`config.mk`:
```
export PLATFORM = sky130hd
export DESIGN_NAME = seg_dma_engine
export DESIGN_NICKNAME = d
export VERILOG_FILES = /design/src/rtl/seg_dma_pkg.sv /design/src/rtl/seg_dma_regs.sv /design/src/rtl/seg_dma_ctrl.sv /design/src/rtl/seg_dma_datapath.sv /design/src/rtl/seg_dma_engine.sv
export SDC_FILE = /design/constraint.sdc
export NUM_CORES = 1
export LEC_CHECK = 0
export BUFFER_PORTS_ARGS = -buffer_cell sky130_fd_sc_hd__buf_2
export CORE_ASPECT_RATIO = 1.5
export CORE_MARGIN = 4
export CORE_UTILIZATION = 30
export DETAILED_ROUTE_END_ITERATION = 16
export SETUP_SLACK_MARGIN = 0.02
export SYNTH_ARGS = -nofsm -noshare
export SYNTH_HDL_FRONTEND = slang
export SYNTH_SLANG_ARGS = --single-unit
export TNS_END_PERCENT = 20
```
`constraint.sdc`:
```
create_clock -name clk -period 4.4 [get_ports clk]
set_clock_uncertainty 0.05 [all_clocks]
set_input_delay 0.66 -clock clk [delete_from_list [all_inputs] [get_ports clk]]
set_output_delay 0.66 -clock clk [all_outputs]
set_load 0.1 [all_outputs]
```
`src/rtl/seg_dma_pkg.sv`:
```
package seg_dma_pkg;

  localparam int REG_AW  = 12;
  localparam int REG_DW  = 32;
  localparam int ADDR_W  = 64;
  localparam int LEN_W   = 32;
  localparam int NUM_CH  = 2;

  // Register offsets
  localparam logic [REG_AW-1:0] OFS_MODE   = 12'h410;
  localparam logic [REG_AW-1:0] OFS_CTL    = 12'h414;
  localparam logic [REG_AW-1:0] OFS_CHRST  = 12'h418;
  localparam logic [REG_AW-1:0] OFS_LEN    = 12'h420;
  localparam logic [REG_AW-1:0] OFS_STAT   = 12'h424;
  localparam logic [REG_AW-1:0] OFS_ADDRLO = 12'h440;
  localparam logic [REG_AW-1:0] OFS_ADDRHI = 12'h444;

  // Field positions
  localparam int MODE_DIR_LSB   = 16;
  localparam int MODE_WIDTH_LSB = 4;
  localparam int MODE_INC_BIT   = 0;
  localparam int CTL_START_BIT  = 0;
  localparam int CHRST_LSB      = 8;
  localparam int STAT_BUSY_BIT  = 0;
  localparam int STAT_DONE_BIT  = 1;
  localparam int STAT_ERR_BIT   = 2;

  typedef enum logic {ST_IDLE, ST_RUN} dmaState_t;

  // Control-to-datapath strobes
  typedef struct packed {
    logic load;   // capture the programmed setup into working registers
    logic issue;  // running and not being aborted this cycle
  } dpCmd_t;

  function automatic logic [2:0] alignMask(input logic [1:0] widthCode);
    case (widthCode)
      2'd0:    alignMask = 3'b000;
      2'd1:    alignMask = 3'b001;
      2'd2:    alignMask = 3'b011;
      default: alignMask = 3'b111;
    endcase
  endfunction

endpackage

```
`src/rtl/seg_dma_regs.sv`:
```
module seg_dma_regs
  import seg_dma_pkg::*;
(
  input  logic                 clk,
  input  logic                 rstN,
  input  logic                 regWrEn,
  input  logic [REG_AW-1:0]    regAddr,
  input  logic [REG_DW-1:0]    regWrData,
  output logic [REG_DW-1:0]    regRdData,
  input  logic                 startClr,
  input  logic                 busy,
  input  logic                 doneSticky,
  input  logic                 errSticky,
  output logic [1:0]           cfgDir,
  output logic [1:0]           cfgWidth,
  output logic                 cfgInc,
  output logic [LEN_W-1:0]     cfgLen,
  output logic [ADDR_W-1:0]    cfgAddr,
  output logic [NUM_CH-1:0]    chanRun,
  output logic                 startReq,
  output logic                 rstWr,
  output logic [NUM_CH-1:0]    rstWrVal
);

  logic modeSel, ctlSel, lenSel, loSel, hiSel;
  logic startQ;

  always_comb begin
    modeSel  = regWrEn && (regAddr == OFS_MODE);
    ctlSel   = regWrEn && (regAddr == OFS_CTL);
    rstWr    = regWrEn && (regAddr == OFS_CHRST);
    lenSel   = regWrEn && (regAddr == OFS_LEN);
    loSel    = regWrEn && (regAddr == OFS_ADDRLO);
    hiSel    = regWrEn && (regAddr == OFS_ADDRHI);
    rstWrVal = regWrData[CHRST_LSB +: NUM_CH];
  end

  always_ff @(posedge clk or negedge rstN) begin
    if (!rstN) begin
      cfgDir   <= '0;
      cfgWidth <= '0;
      cfgInc   <= 1'b0;
    end else if (modeSel) begin
      cfgDir   <= regWrData[MODE_DIR_LSB +: 2];
      cfgWidth <= regWrData[MODE_WIDTH_LSB +: 2];
      cfgInc   <= regWrData[MODE_INC_BIT];
    end
  end

  always_ff @(posedge clk or negedge rstN) begin
    if (!rstN) cfgLen <= '0;
    else if (lenSel) cfgLen <= regWrData[LEN_W-1:0];
  end

  always_ff @(posedge clk or negedge rstN) begin
    if (!rstN) cfgAddr <= '0;
    else begin
      if (loSel) cfgAddr[31:0]  <= regWrData;
      if (hiSel) cfgAddr[63:32] <= regWrData;
    end
  end

  // Self-clearing start bit: a new write wins over the clear.
  always_ff @(posedge clk or negedge rstN) begin
    if (!rstN) startQ <= 1'b0;
    else if (ctlSel && regWrData[CTL_START_BIT]) startQ <= 1'b1;
    else if (startClr) startQ <= 1'b0;
  end
  assign startReq = startQ;

  // One active-low hold bit per channel, released at reset.
  for (genvar ch = 0; ch < NUM_CH; ch++) begin : g_chan
    logic runQ;
    always_ff @(posedge clk or negedge rstN) begin
      if (!rstN) runQ <= 1'b1;
      else if (rstWr) runQ <= rstWrVal[ch];
    end
    assign chanRun[ch] = runQ;
  end

  always_comb begin
    regRdData = '0;
    case (regAddr)
      OFS_MODE: begin
        regRdData[MODE_DIR_LSB +: 2]   = cfgDir;
        regRdData[MODE_WIDTH_LSB +: 2] = cfgWidth;
        regRdData[MODE_INC_BIT]        = cfgInc;
      end
      OFS_CTL:    regRdData[CTL_START_BIT] = startQ;
      OFS_CHRST:  regRdData[CHRST_LSB +: NUM_CH] = chanRun;
      OFS_LEN:    regRdData = cfgLen;
      OFS_STAT: begin
        regRdData[STAT_BUSY_BIT] = busy;
        regRdData[STAT_DONE_BIT] = doneSticky;
        regRdData[STAT_ERR_BIT]  = errSticky;
      end
      OFS_ADDRLO: regRdData = cfgAddr[31:0];
      OFS_ADDRHI: regRdData = cfgAddr[63:32];
      default:    regRdData = '0;
    endcase
  end

endmodule

```
`src/rtl/seg_dma_ctrl.sv`:
```
module seg_dma_ctrl
  import seg_dma_pkg::*;
(
  input  logic              clk,
  input  logic              rstN,
  input  logic              startReq,
  input  logic [1:0]        cfgDir,
  input  logic [NUM_CH-1:0] chanRun,
  input  logic              cfgBad,
  input  logic              rstWr,
  input  logic [NUM_CH-1:0] rstWrVal,
  input  logic              runDir,
  input  logic              beatFire,
  input  logic              lastBeat,
  output dpCmd_t            cmd,
  output logic              busy,
  output logic              startClr,
  output logic              xferDone,
  output logic              doneSticky,
  output logic              errSticky
);

  dmaState_t state;
  logic accept, held, errSet, abortNow, lastFire;

  always_comb begin
    accept    = (state == ST_IDLE) && startReq;
    held      = !chanRun[cfgDir[0]];
    abortNow  = (state == ST_RUN) && rstWr && !rstWrVal[runDir];
    cmd.load  = accept && !cfgDir[1] && !held && !cfgBad;
    cmd.issue = (state == ST_RUN) && !abortNow;
    errSet    = accept && (cfgDir[1] || (!held && cfgBad));
    lastFire  = (state == ST_RUN) && beatFire && lastBeat;
    busy      = (state == ST_RUN);
    startClr  = startReq;
  end

  always_ff @(posedge clk or negedge rstN) begin
    if (!rstN) state <= ST_IDLE;
    else if (cmd.load) state <= ST_RUN;
    else if (abortNow || lastFire) state <= ST_IDLE;
  end

  always_ff @(posedge clk or negedge rstN) begin
    if (!rstN) begin
      xferDone   <= 1'b0;
      doneSticky <= 1'b0;
      errSticky  <= 1'b0;
    end else begin
      xferDone <= lastFire;
      if (cmd.load) begin
        doneSticky <= 1'b0;
        errSticky  <= 1'b0;
      end else begin
        if (lastFire) doneSticky <= 1'b1;
        if (errSet)   errSticky  <= 1'b1;
      end
    end
  end

endmodule

```
`src/rtl/seg_dma_datapath.sv`:
```
module seg_dma_datapath
  import seg_dma_pkg::*;
#(
  parameter int DATA_W = 64
) (
  input  logic              clk,
  input  logic              rstN,
  input  dpCmd_t            cmd,
  input  logic [1:0]        cfgDir,
  input  logic [1:0]        cfgWidth,
  input  logic              cfgInc,
  input  logic [LEN_W-1:0]  cfgLen,
  input  logic [ADDR_W-1:0] cfgAddr,
  input  logic              memReady,
  input  logic [DATA_W-1:0] memRdData,
  input  logic              txFull,
  input  logic [DATA_W-1:0] rxData,
  input  logic              rxEmpty,
  output logic              memValid,
  output logic              memWrite,
  output logic [ADDR_W-1:0] memAddr,
  output logic [1:0]        memSize,
  output logic [DATA_W-1:0] memWrData,
  output logic              txPush,
  output logic [DATA_W-1:0] txData,
  output logic              rxPop,
  output logic              beatFire,
  output logic              lastBeat,
  output logic              cfgBad,
  output logic              runDir
);

  logic [ADDR_W-1:0] curAddr;
  logic [LEN_W-1:0]  remBeats;
  logic [1:0]        wWidth;
  logic              wInc;
  logic              wDir;
  logic              fifoOk;
  logic [2:0]        progMask;
  logic [ADDR_W-1:0] stride;

  always_comb begin
    progMask = alignMask(cfgWidth);
    cfgBad   = cfgDir[1] || (cfgLen == '0) ||
               ((cfgAddr[2:0] & progMask) != 3'b000) ||
               ((cfgLen[2:0] & progMask) != 3'b000);
  end

  always_comb begin
    stride    = wInc ? (ADDR_W'(1) << wWidth) : '0;
    fifoOk    = wDir ? !rxEmpty : !txFull;
    memValid  = cmd.issue && fifoOk;
    beatFire  = memValid && memReady;
    lastBeat  = (remBeats == LEN_W'(1));
    memWrite  = wDir;
    memAddr   = curAddr;
    memSize   = wWidth;
    memWrData = rxData;
    txData    = memRdData;
    txPush    = beatFire && !wDir;
    rxPop     = beatFire && wDir;
    runDir    = wDir;
  end

  always_ff @(posedge clk or negedge rstN) begin
    if (!rstN) begin
      curAddr  <= '0;
      remBeats <= '0;
      wWidth   <= '0;
      wInc     <= 1'b0;
      wDir     <= 1'b0;
    end else if (cmd.load) begin
      curAddr  <= cfgAddr;
      remBeats <= cfgLen >> cfgWidth;
      wWidth   <= cfgWidth;
      wInc     <= cfgInc;
      wDir     <= cfgDir[0];
    end else if (beatFire) begin
      curAddr  <= curAddr + stride;
      remBeats <= remBeats - LEN_W'(1);
    end
  end

endmodule

```
`src/rtl/seg_dma_engine.sv`:
```
module seg_dma_engine
  import seg_dma_pkg::*;
#(
  parameter int DATA_W = 64
) (
  input  logic              clk,
  input  logic              rstN,
  input  logic              regWrEn,
  input  logic [11:0]       regAddr,
  input  logic [31:0]       regWrData,
  output logic [31:0]       regRdData,
  output logic              memValid,
  input  logic              memReady,
  output logic              memWrite,
  output logic [63:0]       memAddr,
  output logic [1:0]        memSize,
  output logic [DATA_W-1:0] memWrData,
  input  logic [DATA_W-1:0] memRdData,
  output logic              txPush,
  output logic [DATA_W-1:0] txData,
  input  logic              txFull,
  output logic              rxPop,
  input  logic [DATA_W-1:0] rxData,
  input  logic              rxEmpty,
  output logic              busy,
  output logic              xferDone,
  output logic              xferErr
);

  dpCmd_t            cmd;
  logic [1:0]        cfgDir, cfgWidth;
  logic              cfgInc, cfgBad;
  logic [LEN_W-1:0]  cfgLen;
  logic [ADDR_W-1:0] cfgAddr;
  logic [NUM_CH-1:0] chanRun, rstWrVal;
  logic              startReq, startClr, rstWr;
  logic              beatFire, lastBeat, runDir;
  logic              doneSticky, errSticky;

  seg_dma_regs u_regs (
    .clk(clk), .rstN(rstN),
    .regWrEn(regWrEn), .regAddr(regAddr), .regWrData(regWrData), .regRdData(regRdData),
    .startClr(startClr), .busy(busy), .doneSticky(doneSticky), .errSticky(errSticky),
    .cfgDir(cfgDir), .cfgWidth(cfgWidth), .cfgInc(cfgInc), .cfgLen(cfgLen), .cfgAddr(cfgAddr),
    .chanRun(chanRun), .startReq(startReq), .rstWr(rstWr), .rstWrVal(rstWrVal)
  );

  seg_dma_ctrl u_ctrl (
    .clk(clk), .rstN(rstN),
    .startReq(startReq), .cfgDir(cfgDir), .chanRun(chanRun), .cfgBad(cfgBad),
    .rstWr(rstWr), .rstWrVal(rstWrVal), .runDir(runDir),
    .beatFire(beatFire), .lastBeat(lastBeat),
    .cmd(cmd), .busy(busy), .startClr(startClr),
    .xferDone(xferDone), .doneSticky(doneSticky), .errSticky(errSticky)
  );

  seg_dma_datapath #(.DATA_W(DATA_W)) u_dp (
    .clk(clk), .rstN(rstN), .cmd(cmd),
    .cfgDir(cfgDir), .cfgWidth(cfgWidth), .cfgInc(cfgInc), .cfgLen(cfgLen), .cfgAddr(cfgAddr),
    .memReady(memReady), .memRdData(memRdData), .txFull(txFull), .rxData(rxData), .rxEmpty(rxEmpty),
    .memValid(memValid), .memWrite(memWrite), .memAddr(memAddr), .memSize(memSize),
    .memWrData(memWrData), .txPush(txPush), .txData(txData), .rxPop(rxPop),
    .beatFire(beatFire), .lastBeat(lastBeat), .cfgBad(cfgBad), .runDir(runDir)
  );

  assign xferErr = errSticky;

endmodule

```
Word-level counts from Yosys, hierarchy flattened. Index checks and enable logic that the tools add are counted.

Bits in read-only memories: 0. Memories: 0. Logic and storage cells: 106. Output and inout port bits: 233. Input bits: 178. Memory bits (writable): 0. Flip-flop bits (word level): 208. Bits in latches: 0.

Shifts and indexed selects: 2. $add $sub $neg: 2. Div/mod/pow operators: 0. Bitwise logic cells: 3. Muxes and demuxes: 27. Multipliers: 0. Reduce and logical (&&, ||, !) cells: 42. Order comparisons: 2. Equality and inequality tests: 10.

Operator list (number): $mux W64 (3); $eq A12 B11 Y1 const B (7); $add A64 B64 Y64 (1); $mux W32 (2); $shl A1 B2 Y64 const A (1); $pmux W14 S3 (1); $eq A32 B1 Y1 const B (1); $logic_not A32 Y1 (1); $pmux W2 S4 (4); $shr A32 B2 Y32 (1); $sub A32 B1 Y32 const B (1); $logic_and A1 B1 Y1 (22); $pmux W6 S3 (1); $mux W1 (12); $pmux W3 S3 (1); $reduce_bool A2 Y1 (4); $logic_not A1 Y1 (7); $and A3 B3 Y3 (2); $pmux W1 S6 (1); $pmux W2 S3 (1); $reduce_bool A3 Y1 (2); $logic_or A1 B1 Y1 (5); $lt A1 B2 Y1 const B (2); $pmux W1 S3 (1); other kinds (4) (4).

Depth between registers and ports, before layout.
Depth after elaboration: 13. Depth in mapped cells: 10. Depth with buffers taken out: 9.

Cells and area by module. Synthesis repeated with hierarchy kept, for this count alone.

Cell total of the unflattened synthesis: 1323. Area, all modules: 13038.8 um^2.

Modules (own cells, without submodules): seg_dma_datapath (cells an instance 955, area an instance 7820.0 um^2, instances 1); seg_dma_regs (cells an instance 349, area an instance 5011.1 um^2, instances 1); seg_dma_ctrl (cells an instance 19, area an instance 207.7 um^2, instances 1).

Worst setup path after synthesis. No wires, ideal clock.

Path kind: input to output. From: in regAddr[1]. To: out regRdData[2]. Stages: 5. Path slack: 204 ps. Required time: 3690 ps. Arrival: 3486 ps. Cells stage by stage: nor4_2 nand2_1 nor2_1 nand2_1 o21ai_0.

Word-level cells in the longest chain between the ends: 2.

Ends and longest elaborated chain: start: declaration (line seg_dma_engine.sv:9) `input logic [11:0] regAddr,`; $eq A12 B11 Y1 (line seg_dma_regs.sv:83) `case (regAddr)`; $pmux W2 S4 (*) (line seg_dma_regs.sv:83); end: declaration (line seg_dma_engine.sv:11) `output logic [31:0] regRdData,`.

Every way passes the cells marked *; elsewhere a longest branch is shown, timed or not.

Final worst setup path.
From: in regAddr[1]. To: out regRdData[0].

Word-level cells in the longest chain between the ends: 2.

Ends and longest elaborated chain (line): $eq A12 B11 Y1 (seg_dma_regs.sv:83); $pmux W1 S6 (*) (seg_dma_regs.sv:83).

Marked as above.

==> results.yml <==
critical_path:
  cp.required_ps: 3690
  cp.arrival_ps: 3010
  rr_worst_depth: 8
  r2r_slack_ps: 1270
  reg2reg_from: "u_regs.cfgLen[21]"
  start_kind: "input pin"
  reg2reg_to: "u_dp.memAddr[1]"
  crit_type: "input pin to primary output"
  worst_setup_path_end_kind: "primary output"
  critical_path.max_fanout: 6
placed_design:
  finalWeightedCongestion: 0.938
  dp_cells: 1787
  place_ws_ps: 676
  place.port_buffers: 154
  placed_area_um2: 12900
  dp_hpwl_mm: 37.1
detailed_routing:
  viasPerCell: 5.50
  initialDrtViolationCount: 729
  num_vias: 10000
  final_antenna_net_count: 0
  wl_per_cell_um: 25.9
  drt_wl_total_mm: 47.3
  first_pass_iters: 7
  drc: 0
clocking:
  cts_buffer_depth: 3
  clk_pin_slew_ps: 60
  h-tree-depth: 1
  post-cts-setup-buffer-count: 0
  cts_resized: 0
  cts_inserted_buffers: 22
  hold_buffers: 0
  cts.sinks: 208
  root_buffer: "clkbuf_16"
  clock_latency_ps: 540
  cts_tree: "yes"
sta:
  setup_tns_ps: 0
  finalCritPeriodShare_pct: 84.6
  slew_viol_final: 0
  worst_pin_slew_ps: 974
  rsz0062_at_grt: "no"
  relSlewSlack_pct: 34.5
  finalCriticalPeriod_ps: 3720
  layout_setup_ws_ps: 677
  fmax_ghz: 0.269
  finalHoldViolCount: 0
  setup_violations: 0
global_routing:
  grt_max_degree: 103
  track_usage_pct: 20.4
  grt_pass1_wl_mm: 69.6
  grt_overflow_total: 0
  grt_pass1_vias: 10200
  antenna_found_initial: 2
synthesis:
  yosysWarnings: 0
  synth_seq_cells: 208
  synthesis.area_per_instance_um2: 9.69
  synth_cell_types: 74
  synth_edf_count: 0
  syn_inst: 1281
  async_flop_share_pct: 100
  synth-main-ff-cell: "dfrtp_1"
  syn-num-nets: 1466
  ys_seq_area_share_pct: 42.0
  netlist_area_um2: 12400
die:
  die_w_um: 174
  die_area_um2: 44800
  floorplan.initialDensity_pct: 30.3
  die_h_um: 257
  io_pins: 411
  fp.coreArea_um2: 41000
  rows: 91
power_and_ir_drop:
  power.leakage_nw: 6.28
  powerDensity_nw_per_um2: 305
  vdd_drop_max_mv: 0.264
  report.power.total_w: 0.00415
finish:
  finish.instance_area_um2: 13600
  num-nets-final: 1485
  finalNonFillerCells: 1826
  num-fill-cells: 4229
  drive_above_1_share_pct: 27.4
  syn_to_final_growth_pct: 9.42
job:
  cap_violations: 0
run_status:
  status: "complete, no violations"
hold_path:
  hold_class: "input pin to async pin"
cell usage after synthesis (all sizes together), types with 7 or more instances:
cell	count	area share, %
a222oi	25	2.0
clkbuf	34	1.0
nand3	21	0.85
buf	157	9.0
mux2	118	11
mux2i	22	1.8
nor3	45	1.8
nor4	31	2.3
o21a	9	0.54
a31oi	12	0.60
xnor2	58	4.1
nand2b	7	0.35
dfrtp	206	42
o22ai	9	0.45
a21oi	37	1.5
and3	11	0.55
o21ai	66	2.7
nor2	96	2.9
nand4	19	0.96
inv	44	1.3
nand2	124	3.7
a22oi	18	1.1
registers in the layout, indices dropped and copies added, names as in the netlist, 2 cells and up:
name	count
u_dp.memAddr	64
u_regs.cfgAddr	64
u_dp.remBeats	32
u_regs.cfgLen	32
u_dp.memSize	2
u_regs.cfgDir	2
u_regs.cfgWidth	2
u_regs.g_chan.runQ	2
per-layer routing:
layer	track usage, %	vias to the layer above	part of all wire [%]
met3	7.48	177	10
met1	19.7	4958	32
met5	0	-	0
met4	12.7	0	6.7
met2	36.5	390	51
li1	-	4522	-
worst max-delay path by stage:
stage	from	end	slack (ps)	cells after the start
3_5_place_dp	regAddr[1]	regRdData[0]	680	9
4_1_cts	regAddr[1]	regRdData[0]	680	9
2_1_floorplan	regAddr[1]	regRdData[2]	200	5
6_report	regAddr[1]	regRdData[0]	680	8
5_1_grt	regAddr[1]	regRdData[0]	580	9
3_3_place_gp	regAddr[1]	regRdData[0]	730	8
cell families (layout without fill, tap and decap cells):
family	after synthesis	in the layout	share of synthesized area, %
compound gates	239	239	13.3
xor+xnor	63	63	4.45
fa+ha+maj	7	7	0.766
buf+inv	236	268	11.4
flops	208	208	42.0
mux	140	140	12.5
other cells	0	2	0
simple gates	388	388	15.6
worst max-delay path: stages:
cell,delay [ps]
buf_2,100
nor4_2,410
nand2_1,150
or3_1,390
nor2_1,540
a222oi_1,220
inv_1,110
buf_2,420
power by group:
part           leakage, nW  switching [W]  total [W]  internal (W)
sequential            2.52      0.0000452    0.00200       0.00195
combinational         3.42       0.000218   0.000311     0.0000932
clock                0.339       0.000806    0.00184       0.00104
total                 6.28        0.00107    0.00415       0.00308
final cells by class:
| cell class | instances | area (um^2) | area share [%] |
|---|---|---|---|
| diodes | 2 | 5.00 | 0.0368 |
| clock buffers | 31 | 614 | 4.52 |
| clock inverters | 6 | 72.6 | 0.534 |
| inverters | 45 | 169 | 1.24 |
| multi-input cells | 837 | 5810 | 42.7 |
| flip-flops and latches | 208 | 5210 | 38.3 |
| well taps | 511 | 639 | 4.71 |
| repair buffers | 186 | 1070 | 7.88 |
through the flow:
stage | hold slack (ps) | utilization (%)
floorplan | 314 | -
global placement | 434 | 31.4
detailed placement | 442 | 31.4
CTS | 211 | 33.1
global route | 245 | 33.1
finish | 159 | 33.1
placed cells by master, fill, tap and decap left out, types with 18 or more instances in the layout:
cell | Yosys | layout
o21ai_0 | 57 | 56
nand2_1 | 124 | 124
buf_2 | 18 | 153
nand3_1 | 21 | 21
a22oi_1 | 18 | 18
dfrtp_1 | 206 | 206
nor4_1 | 19 | 19
xnor2_1 | 58 | 58
a222oi_1 | 25 | 25
clkbuf_16 | 0 | 22
nand4_1 | 19 | 19
nor2_1 | 96 | 95
mux2_2 | 115 | 115
buf_4 | 129 | 28
mux2i_1 | 22 | 22
inv_1 | 44 | 44
nor3_1 | 45 | 45
a21oi_1 | 37 | 37
No activity file was read; power rests on OpenSTA's default activity.
